===== src/rtl/flash_selfprog_ctrl.sv =====
module flash_selfprog_ctrl #(
  parameter int ADDR_W      = 16,
  parameter int PAGE_LSB    = 7,
  parameter int PAGE_BITS   = 3,
  parameter int RWW_PAGES   = 6,
  parameter int DATA_W      = 16,
  parameter int PROG_CYCLES = 8
) (
  input  logic                 clk,
  input  logic                 rst_n,
  input  logic                 csr_we,
  input  logic [7:0]           csr_wdata,
  output logic [7:0]           csr_rdata,
  input  logic                 spm_strobe,
  input  logic [ADDR_W-1:0]    zaddr,
  input  logic [7:0]           r0_data,
  input  logic [DATA_W-1:0]    buf_word,
  input  logic [PAGE_BITS-1:0] rd_page,
  output logic [DATA_W-1:0]    rd_data,
  output logic                 rd_valid,
  output logic [5:0]           lock_bits,
  output logic                 cpu_halt,
  output logic                 rww_read_block,
  output logic                 irq
);
  localparam int PAGES = 1 << PAGE_BITS;
  localparam int CNT_W = $clog2(PROG_CYCLES + 1);
  localparam logic [ADDR_W-1:0] PAGE_MASK = ADDR_W'(((1 << PAGE_BITS) - 1) << PAGE_LSB);
  localparam logic [PAGE_BITS:0] RWW_LIM = (PAGE_BITS + 1)'(RWW_PAGES);
  localparam logic [6:0] CMD_PW   = 7'b0000101;
  localparam logic [6:0] CMD_LOCK = 7'b0001001;
  localparam logic [6:0] CMD_REEN = 7'b0010001;

  logic en, pw_arm, lk_arm, ie, rww_busy;
  logic [2:0] win;
  logic op_act, op_lock, op_rww;
  logic [PAGE_BITS-1:0] op_page;
  logic [DATA_W-1:0] op_data;
  logic [5:0] op_r0, lock_q;
  logic [CNT_W-1:0] cnt;
  logic [DATA_W-1:0] mem [PAGES];

  wire [PAGE_BITS-1:0] z_page = zaddr[PAGE_LSB +: PAGE_BITS];
  wire z_clean  = (zaddr & ~PAGE_MASK) == '0;
  wire z_rww    = {1'b0, z_page} < RWW_LIM;
  wire rd_rww   = {1'b0, rd_page} < RWW_LIM;
  wire armed    = pw_arm | lk_arm;

  always_ff @(posedge clk or negedge rst_n) begin
    if (!rst_n) begin
      en <= 1'b0; pw_arm <= 1'b0; lk_arm <= 1'b0; ie <= 1'b0; rww_busy <= 1'b0;
      win <= '0; op_act <= 1'b0; op_lock <= 1'b0; op_rww <= 1'b0;
      op_page <= '0; op_data <= '0; op_r0 <= '1; lock_q <= '1; cnt <= '0;
      for (int i = 0; i < PAGES; i++) mem[i] <= '0;
    end else if (op_act) begin
      if (cnt == CNT_W'(1)) begin
        op_act <= 1'b0;
        en     <= 1'b0;
        pw_arm <= 1'b0;
        lk_arm <= 1'b0;
        if (op_lock) lock_q <= lock_q & op_r0;
        else         mem[op_page] <= op_data;
      end else begin
        cnt <= cnt - CNT_W'(1);
      end
    end else if (csr_we) begin
      ie     <= csr_wdata[7];
      en     <= 1'b0;
      pw_arm <= 1'b0;
      lk_arm <= 1'b0;
      case (csr_wdata[6:0])
        CMD_PW:   begin en <= 1'b1; pw_arm <= 1'b1; win <= 3'd4; end
        CMD_LOCK: begin en <= 1'b1; lk_arm <= 1'b1; win <= 3'd4; end
        CMD_REEN: rww_busy <= 1'b0;
        default:  ;
      endcase
    end else if (armed) begin
      if (spm_strobe) begin
        if (lk_arm) begin
          op_act  <= 1'b1;
          op_lock <= 1'b1;
          op_rww  <= 1'b0;
          op_r0   <= r0_data[5:0];
          cnt     <= CNT_W'(PROG_CYCLES);
        end else if (z_clean) begin
          op_act  <= 1'b1;
          op_lock <= 1'b0;
          op_rww  <= z_rww;
          op_page <= z_page;
          op_data <= buf_word;
          cnt     <= CNT_W'(PROG_CYCLES);
          if (z_rww) rww_busy <= 1'b1;
        end else begin
          en <= 1'b0; pw_arm <= 1'b0; lk_arm <= 1'b0;
        end
      end else if (win == 3'd1) begin
        en <= 1'b0; pw_arm <= 1'b0; lk_arm <= 1'b0;
      end else begin
        win <= win - 3'd1;
      end
    end
  end

  assign csr_rdata      = {ie, rww_busy, 2'b00, lk_arm, pw_arm, 1'b0, en};
  assign lock_bits      = lock_q;
  assign cpu_halt       = op_act & ~op_lock & ~op_rww;
  assign rww_read_block = rww_busy;
  assign irq            = ie & ~en;
  assign rd_valid       = !(rd_rww && rww_busy);
  assign rd_data        = rd_valid ? mem[rd_page] : '0;
endmodule


===== config.mk =====
export PLATFORM = sky130hd
export DESIGN_NAME = flash_selfprog_ctrl
export DESIGN_NICKNAME = d
export VERILOG_FILES = /design/src/rtl/flash_selfprog_ctrl.sv
export SDC_FILE = /design/constraint.sdc
export NUM_CORES = 1
export LEC_CHECK = 0
export BUFFER_PORTS_ARGS = -buffer_cell sky130_fd_sc_hd__buf_4
export CAP_MARGIN = 5
export CORE_MARGIN = 8
export CORE_UTILIZATION = 45
export CTS_CLUSTER_DIAMETER = 80
export DETAILED_ROUTE_END_ITERATION = 16
export PLACE_DENSITY = 0.63
export SETUP_SLACK_MARGIN = 0.5
export SLEW_MARGIN = 5
export SYNTH_ARGS = -nofsm -noshare
export SYNTH_HDL_FRONTEND = slang
export SYNTH_SLANG_ARGS = --single-unit
export TNS_END_PERCENT = 100

===== constraint.sdc =====
create_clock -name clk -period 2.8 [get_ports clk]
set_clock_uncertainty 0.05 [all_clocks]
set_input_delay 0.28 -clock clk [delete_from_list [all_inputs] [get_ports clk]]
set_output_delay 0.28 -clock clk [all_outputs]
set_load 0.03 [all_outputs]

==> metrics.yaml <==
floorplanning:
  die_area_um2: 22400
  ios: 89
  initial_core_util: 0.453
  dieHeight_um: 150
  dieWidth_um: 150
  coreArea_um2: 17800
  rows: 49
worst_setup_path:
  cp-endpoint: "mem[16]"
  cp.required_ns: 3.06
  r2r-end: "mem[16]"
  max_stage_delay_ns: 0.40
  slowest_stage: "dfrtp_1"
  cp-startpoint: "cnt[1]"
  path_class: "reg -> reg"
  reg2reg_slack_ns: 0.68
  crit_chain: "inv_1, ha_1, and4b_1, and3_1, buf_4, mux2_2"
  cp-start-kind: "register"
  ff2ff_path_depth: 6
  path_max_fanout: 16
  r2r_start: "cnt[1]"
  cp_num_buf_inv: 2
  crit_path_end_kind: "register"
  crit_family: "simple AND/OR/NAND/NOR gates"
  worstSetupPathDepth: 6
  arrival_ns: 2.38
timing:
  period_share: 0.758
  setup_slack_ns: 0.678
  rsz0062_at_grt: "no"
  clock.fmax_mhz: 471
  final_max_slew_viol_count: 0
  finalSetupViolCount: 0
  finalSetupTns_ns: 0
  layout_min_cycle_time_ns: 2.12
  hold_viol_final: 0
  slew_headroom: 0.503
  worstMarginPinSlew_ns: 0.746
clocking:
  cts_max_level: 4
  insertion_delay_ns: 0.42
  post_cts_buffers: 0
  ctsRootBufferMaster: "clkbuf_16"
  clockBufferDepth: 2
  clkTransAtPathRegs_ns: 0.06
  cts_buffers: 17
  cts.sinks: 174
  cts_tree: "done"
yosys:
  synthSimpleGateAreaFrac: 0.0530
  async_flop_share: 1.00
  yosys-top-cells-area: "dfrtp_1 50%, mux2_2 17%, mux4_2 8.9%"
  syn_avg_cell_area_um2: 15.0
  synth-edff-count: 0
  ys_seq_area_frac: 0.542
  syn-instance-count: 536
  synthAdderAreaFrac: 0.00621
  syn_area_um2: 8060
  synth_mux_area_frac: 0.334
  yosys.area.top_type: "dfrtp_1"
  synth_top_family_by_area: "multiplexers"
  synth-main-ff-cell: "dfrtp_1"
  synth-seq-cells: 174
  synth.top_cell.area_share: 0.503
  synth.distinct_cells: 59
  yosysWarningCount: 0
  yosys.area_share.xor_xnor: 0.00326
  synth_compound_area_frac: 0.0276
status:
  status: "complete, no violations"
global_routing:
  grt_max_degree: 82
  antenna_found_initial: 0
  grt_use_total: 0.169
  grt_pass1_vias: 5350
  grt_overflow: 0
  grt_pass1_wl_um: 29200
placed_design:
  routabilityCongestion: 0.825
  port_buffers: 83
  hpwl_um: 11400
  pre_cts_slack_ns: 0.560
layout:
  nNetsFinal: 679
  mostFrequentLayoutCell: "dfrtp_1"
  diodes: 0
  post-route-util: 0.536
  area_growth_pct: 18.4
  n_fill_cell: 1468
  layout_common_cells: "162 x dfrtp_1, 124 x mux2_2, 94 x buf_4, 32 x mux4_2, 25 x nor2_1"
  drive_above_1_share: 0.517
routing:
  antenna_left: 0
  vias_per_cell: 5.50
  wl_per_cell_um: 20.3
  drt_iter0_markers: 189
  vias: 4737
  drt-pass1-iter-count: 4
  drc: 0
  wl_um: 17500
power_and_ir_drop:
  leakagePower_nw: 4.77
  powerDensity_nw_per_um2: 582
  ir_worst_vdd_uv: 390
job:
  maxCapViolCount: 0
worst_hold_path:
  holdCritPathClass: "in -> reg"
==> logic make-up (layout without fill, tap and decap cells) <==
kind of cell	after synthesis	after routing
AND/OR/NAND/NOR	75	75
buffers and inverters	46	141
adder cells (fa/ha/maj)	4	4
other	1	3
multiplexers	202	202
XOR/XNOR	3	3
AO/OA/AOI/OAI	31	31
flip-flops	174	174
==> where the power goes <==
part | total [mW] | internal [mW] | switching, mW
combinational | 0.463 | 0.212 | 0.250
sequential | 2.65 | 2.58 | 0.0695
clock | 2.44 | 1.45 | 0.989
==> synth_stat cells, drive strengths merged, types with 2 or more instances <==
cell and number:
clkbuf 7, or3b 3, nor2 26, nand4 3
dfstp 12, nand3b 3, nor2b 3, nand2b 2
nor4 4, dfrtp 162, o21a 7, nand2 10
buf 29, mux2i 16, nor4b 3, and2 3
inv 10, o21ai 3, mux4 32, or2 2
ha 4, xnor2 3, mux2 154, a21oi 6
nor3 7
==> timing repair <==
action,CTS,global route
endpoints found under the hold margin,78,0
resized for setup,0,1
endpoints found under the setup margin,0,16
hold buffers,1,0
==> layer usage <==
metal | global-route usage | wire length [um]
met1 | 0.226 | 8150
met2 | 0.267 | 8390
met3 | 0.0454 | 734
met4 | 0.0480 | 219
met5 | 0 | 0
==> metrics by stage <==
step | instances | total power, mW | hold WS, ns | area, um^2
2_1_floorplan | 538 | 2.97 | -0.0656 | 8060
3_3_place_gp | 829 | 3.13 | 0.302 | 8900
3_5_place_dp | 829 | 3.16 | 0.323 | 8900
4_1_cts | 862 | 5.63 | 0.0126 | 9530
5_1_grt | 862 | 5.81 | 0.00886 | 9540
6_report | 862 | 5.55 | 0.0341 | 9540
==> how the worst min path moves through the flow <==
stage	from	endpoint	slack, ns	cells after the start
after global placement	rst_n	mem[42]	0.30	1
after detailed placement	rst_n	mem[42]	0.32	1
after floorplan	rst_n	cnt[0]	-0.07	0
after CTS	buf_word[5]	op_data[5]	0.01	2
after global routing	buf_word[5]	op_data[5]	0.009	2
final	buf_word[0]	op_data[0]	0.03	2
==> registers in the layout, summed over array words and instances (netlist names), 3 cells and up <==
name / cells
op_page: 3
op_data: 16
win: 3
lock_bits: 6
op_r0: 6
mem: 128
cnt: 4
==> area by class of cell <==
class	count	area [um^2]	share of cell area
sequential	174	4370	0.458
multi-input combinational	318	3440	0.361
timing repair buffer	99	787	0.0825
clock buffer	19	453	0.0475
tap	229	287	0.0300
clock inverter	13	164	0.0172
inverter	10	37.5	0.00394
Note: power is estimated with default switching activity, not from simulation.
